## src/rtl/cartval_pkg.sv

```systemverilog
package cartval_pkg;

  localparam int HDR_LEN    = 30;
  localparam int SIG_BYTES  = 4;
  localparam int POS_SUM_LO = 4;
  localparam int POS_SUM_HI = 5;
  localparam int POS_INFO   = 6;
  localparam int RAW_FIRST  = 7;
  localparam int RAW_BYTES  = HDR_LEN - RAW_FIRST;
  localparam int CSUM_W     = 16;
  localparam int KIB_W      = 13;
  localparam int KIB_SHIFT  = 10;

  // signature, address 0 in the lowest byte
  localparam logic [8*SIG_BYTES-1:0] SIG_WORD = 32'h2053_4756;

  typedef enum logic [1:0] {
    ST_IDLE = 2'd0,
    ST_RUN  = 2'd1,
    ST_DONE = 2'd2
  } cv_state_e;

  function automatic logic [KIB_W-1:0] size_kib(input logic [3:0] code);
    logic [KIB_W-1:0] k;
    unique case (code)
      4'h0: k = 13'd4;
      4'h1: k = 13'd8;
      4'h2: k = 13'd16;
      4'h3: k = 13'd24;
      4'h4: k = 13'd32;
      4'h5: k = 13'd48;
      4'h6: k = 13'd64;
      4'h7: k = 13'd128;
      4'h8: k = 13'd256;
      4'h9: k = 13'd384;
      4'hA: k = 13'd512;
      4'hB: k = 13'd768;
      4'hC: k = 13'd1024;
      4'hD: k = 13'd1536;
      4'hE: k = 13'd2048;
      default: k = 13'd4096;
    endcase
    return k;
  endfunction

endpackage

```

## src/rtl/cartval_hdr.sv

```systemverilog
// Header field capture: signature match, stored checksum, info byte, raw bytes.
module cartval_hdr
  import cartval_pkg::*;
#(
  parameter int ADDR_W = 22
) (
  input  logic                   clk,
  input  logic                   rst_n,
  input  logic                   clear,
  input  logic                   take,
  input  logic [ADDR_W-1:0]      addr,
  input  logic [7:0]             data,
  output logic                   sig_ok,
  output logic [CSUM_W-1:0]      stored_sum,
  output logic [3:0]             region_code,
  output logic [3:0]             size_code,
  output logic                   have_info,
  output logic [8*RAW_BYTES-1:0] raw
);

  logic [SIG_BYTES-1:0] sig_hit;

  for (genvar g = 0; g < SIG_BYTES; g++) begin : g_sig
    logic hit;
    always_ff @(posedge clk or negedge rst_n) begin
      if (!rst_n) begin
        hit <= 1'b0;
      end else if (clear) begin
        hit <= 1'b0;
      end else if (take && addr == ADDR_W'(g)) begin
        hit <= (data == SIG_WORD[8*g +: 8]);
      end
    end
    assign sig_hit[g] = hit;
  end

  assign sig_ok = &sig_hit;

  always_ff @(posedge clk or negedge rst_n) begin
    if (!rst_n) begin
      stored_sum  <= '0;
      region_code <= '0;
      size_code   <= '0;
      have_info   <= 1'b0;
    end else if (clear) begin
      stored_sum  <= '0;
      region_code <= '0;
      size_code   <= '0;
      have_info   <= 1'b0;
    end else if (take) begin
      if (addr == ADDR_W'(POS_SUM_LO)) stored_sum[7:0]  <= data;
      if (addr == ADDR_W'(POS_SUM_HI)) stored_sum[15:8] <= data;
      if (addr == ADDR_W'(POS_INFO)) begin
        region_code <= data[7:4];
        size_code   <= data[3:0];
        have_info   <= 1'b1;
      end
    end
  end

  for (genvar g = 0; g < RAW_BYTES; g++) begin : g_raw
    logic [7:0] byte_q;
    always_ff @(posedge clk or negedge rst_n) begin
      if (!rst_n) begin
        byte_q <= '0;
      end else if (clear) begin
        byte_q <= '0;
      end else if (take && addr == ADDR_W'(RAW_FIRST + g)) begin
        byte_q <= data;
      end
    end
    assign raw[8*g +: 8] = byte_q;
  end

endmodule

```

## src/rtl/cartval_acc.sv

```systemverilog
// Wrapping checksum over the body bytes below the decoded size.
module cartval_acc
  import cartval_pkg::*;
#(
  parameter int ADDR_W = 22,
  localparam int SIZE_W = ADDR_W + 1
) (
  input  logic              clk,
  input  logic              rst_n,
  input  logic              clear,
  input  logic              take,
  input  logic [ADDR_W-1:0] addr,
  input  logic [7:0]        data,
  input  logic [SIZE_W-1:0] limit,
  output logic [CSUM_W-1:0] sum_nxt
);

  logic [CSUM_W-1:0] sum_q;
  logic [SIZE_W-1:0] addr_w;
  logic              in_body;

  assign addr_w  = {1'b0, addr};
  assign in_body = (addr_w >= SIZE_W'(HDR_LEN)) && (addr_w < limit);
  assign sum_nxt = sum_q + CSUM_W'(in_body ? data : 8'h00);

  always_ff @(posedge clk or negedge rst_n) begin
    if (!rst_n) begin
      sum_q <= '0;
    end else if (clear) begin
      sum_q <= '0;
    end else if (take) begin
      sum_q <= sum_nxt;
    end
  end

endmodule

```

## src/rtl/cartval_seq.sv

```systemverilog
// Run control and verdict registers.
module cartval_seq
  import cartval_pkg::*;
(
  input  logic      clk,
  input  logic      rst_n,
  input  logic      start,
  input  logic      take,
  input  logic      eos,
  input  logic      last_hit,
  input  logic      sig_ok,
  input  logic      sum_match,
  output cv_state_e st,
  output logic      done,
  output logic      ok,
  output logic      bad
);

  logic verdict;
  assign verdict = sig_ok && sum_match;

  always_ff @(posedge clk or negedge rst_n) begin
    if (!rst_n) begin
      st   <= ST_IDLE;
      done <= 1'b0;
      ok   <= 1'b0;
      bad  <= 1'b0;
    end else if (start) begin
      st   <= ST_RUN;
      done <= 1'b0;
      ok   <= 1'b0;
      bad  <= 1'b0;
    end else if (st == ST_RUN) begin
      if (take && last_hit) begin
        st   <= ST_DONE;
        done <= 1'b1;
        ok   <= verdict;
        bad  <= !verdict;
      end else if (eos) begin
        st   <= ST_DONE;
        done <= 1'b1;
        ok   <= 1'b0;
        bad  <= 1'b1;
      end
    end
  end

endmodule

```

## src/rtl/cart_hdr_check.sv

```systemverilog
module cart_hdr_check
  import cartval_pkg::*;
#(
  parameter int ADDR_W = 22,
  localparam int SIZE_W = ADDR_W + 1
) (
  input  logic                   clk,
  input  logic                   rst_n,
  input  logic                   start,
  input  logic                   in_valid,
  output logic                   in_ready,
  input  logic [7:0]             in_data,
  input  logic [ADDR_W-1:0]      in_addr,
  input  logic                   in_eos,
  output logic                   done,
  output logic                   img_ok,
  output logic                   img_bad,
  output logic [3:0]             region,
  output logic [SIZE_W-1:0]      rom_bytes,
  output logic [8*RAW_BYTES-1:0] hdr_raw
);

  cv_state_e         st;
  logic              take;
  logic              sig_ok;
  logic [CSUM_W-1:0] stored_sum;
  logic [CSUM_W-1:0] sum_nxt;
  logic [3:0]        size_code;
  logic              have_info;
  logic [KIB_W-1:0]  kib;
  logic [SIZE_W-1:0] limit;
  logic              last_hit;

  // beats are only processed while a run is open and no restart is pending
  assign take     = in_valid && (st == ST_RUN) && !start;
  assign in_ready = (st != ST_IDLE);

  cartval_hdr #(.ADDR_W(ADDR_W)) u_hdr (
    .clk         (clk),
    .rst_n       (rst_n),
    .clear       (start),
    .take        (take),
    .addr        (in_addr),
    .data        (in_data),
    .sig_ok      (sig_ok),
    .stored_sum  (stored_sum),
    .region_code (region),
    .size_code   (size_code),
    .have_info   (have_info),
    .raw         (hdr_raw)
  );

  assign kib      = size_kib(size_code);
  assign limit    = have_info ? (SIZE_W'(kib) << KIB_SHIFT) : '0;
  assign last_hit = have_info && ({1'b0, in_addr} == limit - SIZE_W'(1));

  cartval_acc #(.ADDR_W(ADDR_W)) u_acc (
    .clk     (clk),
    .rst_n   (rst_n),
    .clear   (start),
    .take    (take),
    .addr    (in_addr),
    .data    (in_data),
    .limit   (limit),
    .sum_nxt (sum_nxt)
  );

  cartval_seq u_seq (
    .clk       (clk),
    .rst_n     (rst_n),
    .start     (start),
    .take      (take),
    .eos       (in_eos),
    .last_hit  (last_hit),
    .sig_ok    (sig_ok),
    .sum_match (sum_nxt == stored_sum),
    .st        (st),
    .done      (done),
    .ok        (img_ok),
    .bad       (img_bad)
  );

  assign rom_bytes = limit;

endmodule

```

## config.mk

```make
export PLATFORM = sky130hd
export DESIGN_NAME = cart_hdr_check
export DESIGN_NICKNAME = d
export VERILOG_FILES = /design/src/rtl/cartval_pkg.sv /design/src/rtl/cartval_hdr.sv /design/src/rtl/cartval_acc.sv /design/src/rtl/cartval_seq.sv /design/src/rtl/cart_hdr_check.sv
export SDC_FILE = /design/constraint.sdc
export NUM_CORES = 1
export LEC_CHECK = 0
export BUFFER_PORTS_ARGS = -buffer_cell sky130_fd_sc_hd__buf_2
export CORE_UTILIZATION = 45
export DETAILED_ROUTE_END_ITERATION = 7
export GPL_ROUTABILITY_DRIVEN = 1
export MAX_ROUTING_LAYER = met4
export PLACE_DENSITY_LB_ADDON = 0.2
export SYNTH_ARGS = -nofsm -noshare
export SYNTH_HDL_FRONTEND = slang
export SYNTH_SLANG_ARGS = --single-unit
```

## constraint.sdc

```tcl
create_clock -name clk -period 12.9 [get_ports clk]
set_clock_uncertainty 0.05 [all_clocks]
set_input_delay 1.29 -clock clk [delete_from_list [all_inputs] [get_ports clk]]
set_output_delay 1.29 -clock clk [all_outputs]
set_load 0.05 [all_outputs]
```

## Word level (Yosys, flattened, before mapping)

Memory sizes are Yosys's and may differ from the RTL's.
Cells that the tools add are included.

| word-level totals | value |
|---|---|
| ROM bits | 176 |
| memories kept | 1 |
| register bits | 234 |
| output and inout port bits | 215 |
| input port bits | 35 |

Memory list:

| memory | depth | width | read ports | clocked after memory_dff | write ports | RTL line | text |
|---|---|---|---|---|---|---|---|
| (name not given) | 16 | 11 | 1 | 0 | 0 | cartval_pkg.sv:25 | `unique case (code)` |

| operators by class | value |
|---|---|
| equality and inequality tests | 36 |
| mux-type cells | 86 |
| reductions and logical operators | 75 |
| add/sub/neg operators | 2 |
| order comparisons | 2 |

Operator list:

| kind | count |
|---|---|
| 8-bit 2-to-1 mux | 49 |
| 22-bit by 5-bit == test with 1-bit output (second input constant) | 14 |
| 22-bit by 4-bit == test with 1-bit output (second input constant) | 8 |
| 22-bit by 3-bit == test with 1-bit output (second input constant) | 4 |
| 2-bit nonzero test | 33 |
| 16-bit 2-to-1 mux | 4 |
| 22-bit by 2-bit == test with 1-bit output (second input constant) | 2 |
| 1-bit logical AND | 33 |
| 8-bit by 7-bit == test with 1-bit output (second input constant) | 3 |
| 4-bit 2-to-1 mux | 6 |
| 22-bit by 23-bit == test with 1-bit output | 1 |
| 22-bit by 23-bit less-than comparator with 1-bit output | 1 |
| 23-bit 2-to-1 mux | 1 |
| 23-bit by 1-bit subtractor with 23-bit output (second input constant) | 1 |
| 22-bit by 1-bit == test with 1-bit output (second input constant) | 1 |
| 22-bit by 5-bit greater-or-equal comparator with 1-bit output (second input constant) | 1 |
| 22-bit zero test | 1 |
| 1-bit 2-to-1 mux | 22 |
| 16-bit adder | 1 |
| 16-bit == test | 1 |
| 8-bit by 6-bit == test with 1-bit output (second input constant) | 1 |
| 2-bit 2-to-1 mux | 4 |
| 2-bit AND reduction | 4 |
| 4-bit AND reduction | 1 |
| 3 further kinds | 4 |

## Longest topological paths before layout

Gate-level depths: netlist (run 1).
An unclocked memory read counts as a cell.

| logic depth | value |
|---|---|
| depth after elaboration | 12 |
| depth in mapped cells | 24 |

## Cells and area by module

From an unflattened synthesis (run 1), not the netlist that was laid out.

| unflattened totals | value |
|---|---|
| cells, all modules | 1133 |
| area, all modules | 12604.6 um^2 |

Modules (own cells, without submodules):

| module | cells each | sequential area each (um^2) | times used | area an instance (um^2) |
|---|---|---|---|---|
| cartval_hdr | 785 | 5330.1 | 1 | 9810.7 |
| cartval_acc | 218 | 400.4 | 1 | 1803.0 |
| cart_hdr_check | 112 | 0.0 | 1 | 790.8 |
| cartval_seq | 18 | 100.1 | 1 | 200.2 |

## Worst setup path before layout (run 1)

No wires, ideal clock.

| path | value |
|---|---|
| path kind | register to register |
| start | register u_hdr.size_code[0] |
| end | register u_seq.ok |
| cell stages (with the launch flop) | 21 |
| data required time | 12.785 ns |
| setup time | 0.065 ns |
| data arrival time | 5.388 ns |
| period minus slack after synthesis | 5.503 ns |
| setup slack | 7.397 ns |
| path buffers | 1 |
| cell sequence | dfrtp_1 clkbuf_1 nor3_1 inv_1 ha_1 o211ai_1 a21oi_1 o31a_1 o21bai_1 and3_1 ha_1 inv_1 fa_1 xor2_1 xnor2_1 or4_1 nor4_1 and4_1 nand4_1 nor4_1 a31o_2 |

| between the ends | value |
|---|---|
| word-level cells in the longest chain between the ends | 11 |
| elaborated cells between the ends (all ways) | 17 |
| classes of those cells | add/sub (2); order compare (1); eq/ne (2); mux (5); reduce/logical (6); memory (1) |

RTL lines:

| element | RTL line | text |
|---|---|---|
| start, declared | cartval_hdr.sv:16 | `output logic [3:0] size_code,` |
| start signal, assigned | cartval_hdr.sv:55 | `size_code <= data[3:0];` |
| memory 16 x 11 bit * | n/a |  |
| 23-bit 2-to-1 mux * | cart_hdr_check.sv:54 | `assign limit = have_info ? (SIZE_W'(kib) << KIB_SHIFT) : '0;` |
| named net rom_bytes[16] | cart_hdr_check.sv:19 | `output logic [SIZE_W-1:0] rom_bytes,` |
| 22-bit by 23-bit less-than comparator with 1-bit output | cartval_acc.sv:23 | `assign in_body = (addr_w >= SIZE_W'(HDR_LEN)) && (addr_w < limit);` |
| 1-bit logical AND | cartval_acc.sv:23 |  |
| 8-bit 2-to-1 mux | cartval_acc.sv:24 | `assign sum_nxt = sum_q + CSUM_W'(in_body ? data : 8'h00);` |
| 16-bit adder | cartval_acc.sv:24 |  |
| 16-bit == test | cart_hdr_check.sv:76 | `.sum_match (sum_nxt == stored_sum),` |
| 1-bit logical AND | cartval_seq.sv:20 | `assign verdict = sig_ok && sum_match;` |
| 1-bit 2-to-1 mux | cartval_seq.sv:34 | `if (take && last_hit) begin` |
| 1-bit 2-to-1 mux | cartval_seq.sv:33 | `end else if (st == ST_RUN) begin` |
| 1-bit 2-to-1 mux | cartval_seq.sv:28 | `end else if (start) begin` |
| end signal, assigned | cartval_seq.sv:37 | `ok <= verdict;` |
| end, declared | cartval_seq.sv:15 | `output logic ok,` |

The timed path passes the listed nets; every way through them passes the cells marked *. The select of a mux whose other input is x is not followed.
A chain may end at the register's enable or synchronous reset.

## Worst setup path after layout (run 1)

| path | value |
|---|---|
| start | register u_hdr.size_code[3] |
| end | register u_seq.bad |

| between the ends | value |
|---|---|
| word-level cells in the longest chain between the ends | 12 |
| elaborated cells between the ends (all ways) | 18 |
| classes of those cells | add/sub (2); order compare (1); eq/ne (2); mux (5); reduce/logical (7); memory (1) |

RTL lines:

| element | RTL line | text |
|---|---|---|
| memory 16 x 11 bit * | n/a |  |
| 23-bit 2-to-1 mux * | cart_hdr_check.sv:54 |  |
| 22-bit by 23-bit less-than comparator with 1-bit output | cartval_acc.sv:23 |  |
| 1-bit logical AND | cartval_acc.sv:23 |  |
| 8-bit 2-to-1 mux | cartval_acc.sv:24 |  |
| 16-bit adder | cartval_acc.sv:24 |  |
| 16-bit == test | cart_hdr_check.sv:76 |  |
| 1-bit logical AND | cartval_seq.sv:20 |  |
| 1-bit zero test | cartval_seq.sv:38 | `bad <= !verdict;` |
| 1-bit 2-to-1 mux | cartval_seq.sv:34 |  |
| 1-bit 2-to-1 mux | cartval_seq.sv:33 |  |
| 1-bit 2-to-1 mux | cartval_seq.sv:28 |  |
| end signal, assigned | cartval_seq.sv:38 |  |
| end, declared | cartval_seq.sv:16 | `output logic bad` |

Every way passes the cells marked *; elsewhere a longest branch is shown, timed or not. The select of a mux whose other input is x is not followed.

==> impl_metrics.ini, run 1 <==
[placed_design]
pre_cts_slack_ns = 6.85
gp_congestion = 0.903
io_buffers = 237
post-dp-hpwl_um = 21200
dp.cells = 1707

[cells_and_area]
instances_no_fill = 1753
synthToLayoutAreaGrowth_pct = 18.4
nNetsFinal = 1460
drive_above_1_share = 0.214

[floorplan]
fp.dieH_um = 162
core_area_sq_um = 25100
die_area_sq_um = 26200
die_w_um = 162
top_level_ports = 250
initial_utilization = 0.459
std_cell_rows = 58

[timing]
slew_headroom = 0.276
hold_viol_final = 0
tightest_slew_ns = 1.09
setup_slack_ns = 6.92
whs_ns = 0.467
grt_setup_unrepaired = false
fin_setup_tns_ns = 0
timing.final.crit_period_ns = 5.98
fin_crit_sh = 0.463
max_freq_mhz = 167
finalMaxSlewViolations = 0
setup_violations = 0

[global_routing]
grt_max_degree = 105
gr-usage-all-layers = 0.263
grt_pass1_vias = 9251
grt_overflow_total = 0
grt_pass1_wl_um = 52600
antenna_found_initial = 1

[setup_path]
cp-start-kind = flip-flop
r2r_end = u_seq.bad
arrival_ns = 6.30
crit_path_end_kind = flip-flop
crit_fanout = 15
rrSetupSlack_ns = 6.92
crit_chain = nand2b_1 -> or3_1 -> ha_1 -> nor2b_1 -> o21a_1 -> o21a_1 -> o211ai_1 -> a21oi_1 -> o31a_1 -> o21bai_1 -> and3_1 -> ha_1 -> inv_1 -> fa_1 -> xor2_1 -> xnor2_1 -> or4_1 -> nor4_1 -> and4_1 -> nand4_1 -> nor4_1 -> nor3_1
crit-reg2reg-launch = u_hdr.size_code[3]
worstSetupPathType = flip-flop to flip-flop
worstPathRequired_ns = 13.22
cp_slowest_cell = or4_1
cp_top_family = simple AND/OR/NAND/NOR gates
ff2ff_path_depth = 22
critPathBufInv = 1
cpPeakStageDelay_ns = 0.55

[clock_tree]
clock_latency_ns = 0.54
cts_resized = 0
path_clk_slew_ns = 0.06
clock-sinks = 233
hold_buffers = 0
cts_tree = yes
clock_path_buffers = 3
htreeDepth = 1
root_buffer = clkbuf_16
cts-buffers-inserted = 26
cts_setup_buffers = 0

[synthesis]
synth_most_common_cell = dfrtp_1
avgSynthCellArea_sq_um = 9.42
async_flop_share = 1.00
ys_seq_area_frac = 0.506
synth.distinct_cells = 63
yosys-top-cells-count = dfrtp_1, nand2_1, a21oi_1
synth_flop_cell = dfrtp_1
yosysWarnings = 0
syn_inst = 1223
synth_top_cell_by_area = dfrtp_1
ys_ff_latch = 233
syn_area_sq_um = 11500
synth_edf_count = 0
synth_area_leaders = dfrtp_1, mux2i_1, a21oi_1
synth.top_cell.area_share = 0.506

[min_path]
whs_endpoint = u_hdr.g_raw[9].byte_q[4]
min_from = u_hdr.g_raw[9].byte_q[4]
holdPathStages = 2
holdCritPathClass = flip-flop to flip-flop

[run]
cap_viol_max_count = 0

[routing]
dr_total_vias = 9628
postRouteAntennaNets = 0
drc = 0
dr.pass1.iters = 5
drt-total-wl_um = 33700
drt_iter0_drc = 875
wl_per_cell_um = 19.2
vias_per_cell = 5.49

[pwr]
peakVddDrop_v = 0.0000948
finalPower_mw = 1.56
powerDensity_nw_per_um2 = 115
p_leak_nw = 7.25

[run_status]
outcome = complete, no violations
-- how the worst max path moves through the flow --
stage,start,endpoint,slack [ns],depth (start not counted)
global placement,in_addr[13],u_seq.bad,6.98,21
detailed placement,in_addr[13],u_seq.bad,6.85,21
finish,u_hdr.size_code[3],u_seq.bad,6.92,22
CTS,u_hdr.size_code[3],u_seq.bad,6.98,22
floorplan,u_hdr.size_code[0],u_seq.ok,7.40,20
global route,u_hdr.size_code[3],u_seq.ok,6.53,22
-- sequential cells by signal (all words and copies together), names as in the netlist --
| signal | flops |
|---|---|
| u_seq.ok | 1 |
| u_hdr.have_info | 1 |
| u_hdr.g_raw.byte_q | 184 |
| u_seq.done | 1 |
| u_seq.st | 1 |
| u_seq.bad | 1 |
| u_hdr.region_code | 4 |
| u_hdr.stored_sum | 16 |
| u_acc.sum_q | 16 |
| u_hdr.size_code | 4 |
| u_hdr.g_sig.hit | 4 |
-- where the power goes --
part           leakage [nW]  internal, mW  total (mW)  switching [mW]
logic                  3.59        0.0244       0.110          0.0855
clock network         0.404         0.419       0.718           0.299
registers              3.25         0.733       0.735         0.00168
-- routing by layer --
metal	part of all wire	routed length, um	vias to the layer above	track usage
met5	0	0	-	-
met4	0.020	677	0	0.0587
met3	0.079	2670	48	0.0628
met2	0.45	15100	341	0.393
met1	0.45	15300	4688	0.361
li1	-	-	4551	-
-- cells in the final DEF (no fill, tap or decap), drive strengths merged, types with 18 or more instances in the layout --
cell / n
buf: 250
inv: 18
xnor2: 21
dfrtp: 233
nand2: 169
nor2: 122
mux2i: 96
nand3: 139
a21oi: 140
clkbuf: 37
ha: 19
-- cell type report --
cell class	count	area [sq um]
clock buffer	37	742
tap	330	413
timing repair buffer	250	1300
multi-input combinational	876	5190
antenna	1	2.50
fill	2323	11500
clock inverter	8	82.6
inverter	18	67.6
sequential	233	5830
-- cell families (layout without fill, tap and decap cells) --
logic type | count (synthesis) | in the layout | synth area share
xor gates and xnor gates | 36 | 36 | 0.0323
AOI/OAI and AO/OA | 193 | 193 | 0.0963
muxes | 96 | 96 | 0.0834
adders and majority gates | 20 | 20 | 0.0224
other | 1 | 13 | 0.000326
and+or+nand+nor | 519 | 519 | 0.213
DFF | 233 | 233 | 0.506
buffers and inverters | 125 | 313 | 0.0464
-- worst register-to-register path, cell delays in order, from the launching register on --
cell and delay, ns:
dfrtp_1 0.54, nand2b_1 0.30, or3_1 0.41, ha_1 0.29, nor2b_1 0.13, o21a_1 0.16
o21a_1 0.16, o211ai_1 0.16, a21oi_1 0.09, o31a_1 0.27, o21bai_1 0.45, and3_1 0.26
ha_1 0.20, inv_1 0.06, fa_1 0.39, xor2_1 0.25, xnor2_1 0.08, or4_1 0.55
nor4_1 0.24, and4_1 0.25, nand4_1 0.10, nor4_1 0.36, nor3_1 0.09
-- through the flow --
stage | utilization | cell area [sq um]
finish | 0.543 | 13600
CTS | 0.543 | 13600
detailed placement | 0.510 | 12800
global placement | 0.510 | 12800
floorplan | - | 11600
global route | 0.543 | 13600
(Power assumes the default switching activity.)
==> run 2, diff against run 1 <==
--- a/config.mk
+++ b/config.mk
@@ -5,6 +5,7 @@
 export SDC_FILE = /design/constraint.sdc
 export NUM_CORES = 1
 export LEC_CHECK = 0
+export ABC_AREA = 1
 export BUFFER_PORTS_ARGS = -buffer_cell sky130_fd_sc_hd__buf_2
 export CORE_UTILIZATION = 45
 export DETAILED_ROUTE_END_ITERATION = 7
==> constraint.sdc (replaced) <==
create_clock -name clk -period 6.1 [get_ports clk]
set_clock_uncertainty 0.05 [all_clocks]
set_input_delay 0.61 -clock clk [delete_from_list [all_inputs] [get_ports clk]]
set_output_delay 0.61 -clock clk [all_outputs]
set_load 0.05 [all_outputs]
==> run 2 against run 1 <==
  * Hold slack worse by 0.33 ns
  * Utilization rose by 1.6 points
  * Fmax is 24% higher
  * Die area fell by 5.1%
  * Register-to-register slack worse by 5.6 ns
  * Cell count is 6.9% higher
  * Sequential cell count unchanged
  * Synthesized cell count grew 7.2%
  * Combinational power grew to 7.4 times the previous value
  * Highest routed layer unchanged
==> impl_metrics.ini, run 2 <==
[synthesis]
async_flop_share = 1.00
synth_top_cell_by_area = dfrtp_1
yosysWarnings = 0
ys_seq_area_frac = 0.534
avgSynthCellArea_sq_um = 8.33
synth_flop_cell = dfrtp_1
synth_edf_count = 0
yosys-top-cells-count = nand2_1, dfrtp_1, o21ai_0
ys_ff_latch = 233
syn_area_sq_um = 10900
synth_area_leaders = dfrtp_1, nand2_1, o21ai_0
syn_inst = 1311
synth.top_cell.area_share = 0.534
synth.distinct_cells = 43
synth_most_common_cell = nand2_1

[floorplan]
fp.dieH_um = 158
top_level_ports = 250
core_area_sq_um = 23600
std_cell_rows = 56
die_w_um = 158
initial_utilization = 0.462
die_area_sq_um = 24900

[global_routing]
antenna_found_initial = 2
grt_pass1_wl_um = 49600
grt_max_degree = 118
grt_overflow_total = 0
gr-usage-all-layers = 0.270
grt_pass1_vias = 8987

[routing]
vias_per_cell = 5.11
wl_per_cell_um = 17.3
dr_total_vias = 9571
drt-total-wl_um = 32300
dr.pass1.iters = 5
drt_iter0_drc = 644
postRouteAntennaNets = 0
drc = 0

[cells_and_area]
nNetsFinal = 1590
seq_area_sq_um = 5830
fillCellCount = 2243
largest_register = u_hdr.g_raw.byte_q
final_common_cell = nand2_1
instances_no_fill = 1874
layout_common_cells = nand2_1, buf_2, dfrtp_1, o21ai_0, inv_1
multi_input_area_sq_um = 4340
reg.largest.list = u_hdr.g_raw.byte_q: 184 flops, u_acc.sum_q: 16 flops, u_hdr.stored_sum: 16 flops
drive_above_1_share = 0.212
synthToLayoutAreaGrowth_pct = 20.8
largest_reg_flops = 184

[timing]
fin_setup_tns_ns = 0
hold_viol_final = 0
fin_crit_sh = 0.789
slew_headroom = 0.212
tightest_slew_ns = 1.18
timing.final.crit_period_ns = 4.82
finalMaxSlewViolations = 0
setup_violations = 0
grt_setup_unrepaired = false
max_freq_mhz = 208

[run_status]
outcome = complete, no violations

[clock_tree]
clock-sinks = 233
clock_path_buffers = 3
cts-buffers-inserted = 25
clock_latency_ns = 0.52
path_clk_slew_ns = 0.06
htreeDepth = 1
hold_buffers = 0
cts_tree = yes
cts_resized = 0
root_buffer = clkbuf_16
cts_setup_buffers = 0

[pwr]
powerDensity_nw_per_um2 = 313
power.switching_mw = 1.36
p_leak_nw = 6.85
p_seq_frac = 0.416
clockPowerShare = 0.388
peakVddDrop_v = 0.000274
finalPower_mw = 4.13
p_comb_frac = 0.196
intPower_mw = 2.77
swShare = 0.329

[setup_path]
worstSetupPathType = flip-flop to flip-flop
cpPeakStageDelay_ns = 0.62
worstPathRequired_ns = 6.46
worstSetupStartpoint = u_hdr.size_code[2]
cpMostUsedCell = nand2_1
cp_slowest_cell = dfrtp_1
r2r_end = u_seq.bad
crit_path_end_kind = flip-flop
crit_fanout = 13
rrSetupSlack_ns = 1.28
crit-reg2reg-launch = u_hdr.size_code[2]
ff2ff_path_depth = 31
cp-start-kind = flip-flop
arrival_ns = 5.17

[placed_design]
post-dp-hpwl_um = 22500
io_buffers = 237
dp.cells = 1827
gp_congestion = 0.914

[run]
cap_viol_max_count = 0

[min_path]
holdCritPathClass = primary input to asynchronous set/reset pin
==> run 2: routing by layer <==
metal / up-vias / track usage / routed length [um]
met5: - / - / 0
met4: 0 / 0.0758 / 786
met3: 52 / 0.0537 / 2430
met2: 324 / 0.419 / 14700
met1: 4503 / 0.360 / 14400
li1: 4692 / - / -
==> run 2: worst max path at each step <==
stage | to | slack, ns
global route | u_seq.bad | 0.73
floorplan | u_seq.bad | 1.48
detailed placement | u_seq.bad | 1.32
finish | u_seq.bad | 1.28
CTS | u_seq.bad | 1.30
global placement | u_seq.bad | 1.45
==> run 2: cell type report <==
type	instances	area share
diodes	2	0.000380
clock buffers	32	0.0540
clock inverters	13	0.0122
inverters	124	0.0353
multi-input cells	903	0.329
flip-flops and latches	233	0.442
well taps	319	0.0303
repair buffers	248	0.0970
==> run 2: stage by stage <==
stage,setup WS (ns),cell area [sq um],hold slack (ns),utilization
after detailed placement,1.32,12300,0.418,0.521
after global placement,1.45,12300,0.411,0.521
final,1.28,13200,0.134,0.558
after CTS,1.30,13200,0.171,0.558
after floorplan,1.48,11000,0.264,-
after global routing,0.730,13200,0.224,0.558
==> run 2: cells by family after synthesis <==
group,synth area share
and+or+nand+nor,0.227
AOI/OAI and AO/OA,0.132
DFF,0.534
buffers and inverters,0.0724
adders and majority gates,0.0236
xor gates and xnor gates,0.0109
other,0.000344
==> run 2: power by group through the flow <==
stage	sequential, mW	combinational [mW]	clock [mW]
2_1_floorplan	2.09	0.225	0
4_1_cts	1.72	0.815	1.62
6_report	1.72	0.810	1.60
5_1_grt	1.73	0.866	1.68
3_5_place_dp	1.74	0.814	0
3_3_place_gp	1.74	0.808	0
==> run 2: critical path, delay by kind of cell (launching register included) <==
| kind | cells | cell delay, ns |
|---|---|---|
| AO/OA/AOI/OAI | 2 | 0.56 |
| XOR/XNOR | 1 | 0.15 |
| adder cells (fa/ha/maj) | 3 | 0.88 |
| buffers and inverters | 6 | 0.43 |
| flip-flops | 1 | 0.62 |
| AND/OR/NAND/NOR | 19 | 2.01 |
==> run 3, diff against run 2 <==
--- a/config.mk
+++ b/config.mk
@@ -5,7 +5,7 @@
 export SDC_FILE = /design/constraint.sdc
 export NUM_CORES = 1
 export LEC_CHECK = 0
-export ABC_AREA = 1
+export ABC_AREA = 0
 export BUFFER_PORTS_ARGS = -buffer_cell sky130_fd_sc_hd__buf_2
 export CORE_UTILIZATION = 45
 export DETAILED_ROUTE_END_ITERATION = 7
==> constraint.sdc (replaced) <==
create_clock -name clk -period 4 [get_ports clk]
set_clock_uncertainty 0.05 [all_clocks]
set_input_delay 0.4 -clock clk [delete_from_list [all_inputs] [get_ports clk]]
set_output_delay 0.4 -clock clk [all_outputs]
set_load 0.05 [all_outputs]
==> run 3 against run 2 <==
  * The run now ends with setup timing left
  * Sequential share of layout area down 4.9 points
  * Global-route usage increased by 1.0 points
  * Register-to-register slack worse by 2.1 ns
==> impl_metrics.ini, run 3 (synthesis gave the netlist of run 1 again) <==
[run_status]
outcome = finished, violations left
violations = setup timing

[timing]
slew_headroom = 0.404
grt_setup_unrepaired = true
fin_setup_tns_ns = -5.46
timing.final.crit_period_ns = 4.82
fin_crit_sh = 1.21
setup_violations = 13
hold_viol_final = 0
finalMaxSlewViolations = 0
max_freq_mhz = 207
setup_slack_ns = -0.825
tightest_slew_ns = 0.894
whs_ns = 0.141

[cells_and_area]
largest_reg_flops = 184
largest_register = u_hdr.g_raw.byte_q
drive_above_1_share = 0.300
fillCellCount = 2235
design_area_sq_um = 14800
reg.largest.list = u_hdr.g_raw.byte_q: 184 flops, u_acc.sum_q: 16 flops, u_hdr.stored_sum: 16 flops
synthToLayoutAreaGrowth_pct = 28.8
final_common_cell = buf_2
nNetsFinal = 1566
instances_no_fill = 1863
layout_common_cells = buf_2, dfrtp_1, nand2_1, a21oi_1, nand3_1

[routing]
drt-total-wl_um = 35800
wl_per_cell_um = 19.2
dr_total_vias = 10200
vias_per_cell = 5.49
drt_iter0_drc = 855
dr.pass1.iters = 6
postRouteAntennaNets = 0
drc = 0

[setup_path]
cpPeakStageDelay_ns = 0.59
crit_path_end_kind = flip-flop
cp_top_family = simple AND/OR/NAND/NOR gates
critPathBufInv = 1
crit_chain = nand2b_4 -> or3_4 -> ha_4 -> nor2b_4 -> o21a_1 -> o21a_1 -> o211ai_1 -> a21oi_1 -> o31a_1 -> o21bai_4 -> and3_4 -> ha_4 -> inv_2 -> fa_2 -> xnor2_2 -> or4_4 -> nor4_2 -> and4_1 -> nand4_1 -> nor4_4 -> nor3_1
worstSetupStartpoint = u_hdr.size_code[3]
worstPathRequired_ns = 4.35
worstSetupPathType = flip-flop to flip-flop
cp-start-kind = flip-flop
crit-reg2reg-launch = u_hdr.size_code[3]
arrival_ns = 5.18
cp_slowest_cell = fa_2
crit_fanout = 2

[placed_design]
gp_congestion = 0.874
post-dp-hpwl_um = 23400
placed_cell_area_sq_um = 13600
io_buffers = 237
dp.cells = 1804

[floorplan]
fp.dieH_um = 162
top_level_ports = 250
std_cell_rows = 58
initial_utilization = 0.459
core_area_sq_um = 25100
die_area_sq_um = 26200
die_w_um = 162

[global_routing]
gr-usage-all-layers = 0.280
grt-busiest-layer = met2
grt_pass1_wl_um = 56000
met3_usage = 0.0546
grt_pass1_vias = 9946
use_met1 = 0.382
grt_max_degree = 112
antenna_found_initial = 3
use_met2 = 0.421
grt_overflow_total = 0

[clock_tree]
root_buffer = clkbuf_16
cts_tree = yes
clock_path_buffers = 3
htreeDepth = 1
cts-buffers-inserted = 26
clock-sinks = 233
path_clk_slew_ns = 0.06
clock_latency_ns = 0.56

[pwr]
p_leak_nw = 7.82
peakVddDrop_v = 0.000343
finalPower_mw = 5.41
powerDensity_nw_per_um2 = 365

[min_path]
min_from = in_data[1]
holdCritPathClass = primary input to flip-flop

[run]
cap_viol_max_count = 0
## run 3: cell types whose count changed in the layout (fill, tap and decap cells not counted), sizes merged, moves of 18 or more
cell | previous run | this run
o21ai | 228 | 7
nand2 | 380 | 169
a21oi | 28 | 140
inv | 126 | 17
buf | 248 | 355
mux2i | 0 | 96
nand3 | 65 | 139
nor2 | 97 | 122
xnor2 | 3 | 21
## run 3: area by class of cell
type | count | area [sq um] | area share
Sequential cell | 233 | 5830 | 0.393
Tap cell | 330 | 413 | 0.0278
Clock buffer | 32 | 713 | 0.0481
Multi-Input combinational cell | 876 | 5430 | 0.366
Clock inverter | 15 | 243 | 0.0164
Antenna cell | 3 | 7.51 | 0.000506
Inverter | 18 | 73.8 | 0.00498
Timing Repair Buffer | 356 | 2120 | 0.143
## run 3: worst reg2reg max path, cell delays in order, from the launching register on
cell and delay (ns):
dfrtp_1 0.39, nand2b_4 0.15, or3_4 0.34, ha_4 0.22
nor2b_4 0.12, o21a_1 0.17, o21a_1 0.17, o211ai_1 0.17
a21oi_1 0.09, o31a_1 0.27, o21bai_4 0.17, and3_4 0.23
ha_4 0.14, inv_2 0.04, fa_2 0.59, xnor2_2 0.07
or4_4 0.49, nor4_2 0.15, and4_1 0.26, nand4_1 0.15
nor4_4 0.20, nor3_1 0.08
## run 3: timing repair
action | CTS | global route
gates resized for setup | 23 | 12
pin swaps | 15 | 5
setup endpoints to repair | 14 | 18
buffers inserted | 6 | 3
hold endpoints to repair | 108 | 0
hold buffers | 1 | 0
## run 3: final timing paths
check,end,slack (ns),cells past startpoint
max,u_seq.bad,-0.82,21
min,u_hdr.size_code[1],0.14,3
max reg2reg,u_seq.bad,-0.82,21
min reg2reg,u_hdr.g_raw[2].byte_q[7],0.47,2
max in group asynchronous,u_hdr.g_raw[20].byte_q[5],2.45,3
min in group asynchronous,u_hdr.size_code[2],0.47,2
## run 3: per-layer routing
| metal | part of all wire | up-vias |
|---|---|---|
| met2 | 0.45 | 392 |
| met4 | 0.033 | 0 |
| met3 | 0.074 | 72 |
| li1 | - | 4762 |
| met1 | 0.45 | 5007 |
| met5 | 0 | - |
## run 3: power by group
| group | switching [mW] | leakage (nW) | internal [mW] | total (mW) |
|---|---|---|---|---|
| sequential | 0.00731 | 3.25 | 2.36 | 2.37 |
| combinational | 0.297 | 4.12 | 0.118 | 0.415 |
| clock | 1.03 | 0.454 | 1.60 | 2.63 |
## run 3: through the flow
stage          worst slack [ns]   util
2_1_floorplan            -0.783      -
3_3_place_gp             -0.919  0.543
3_5_place_dp             -0.970  0.543
4_1_cts                  -0.831  0.587
5_1_grt                   -1.07  0.591
6_report                 -0.825  0.591
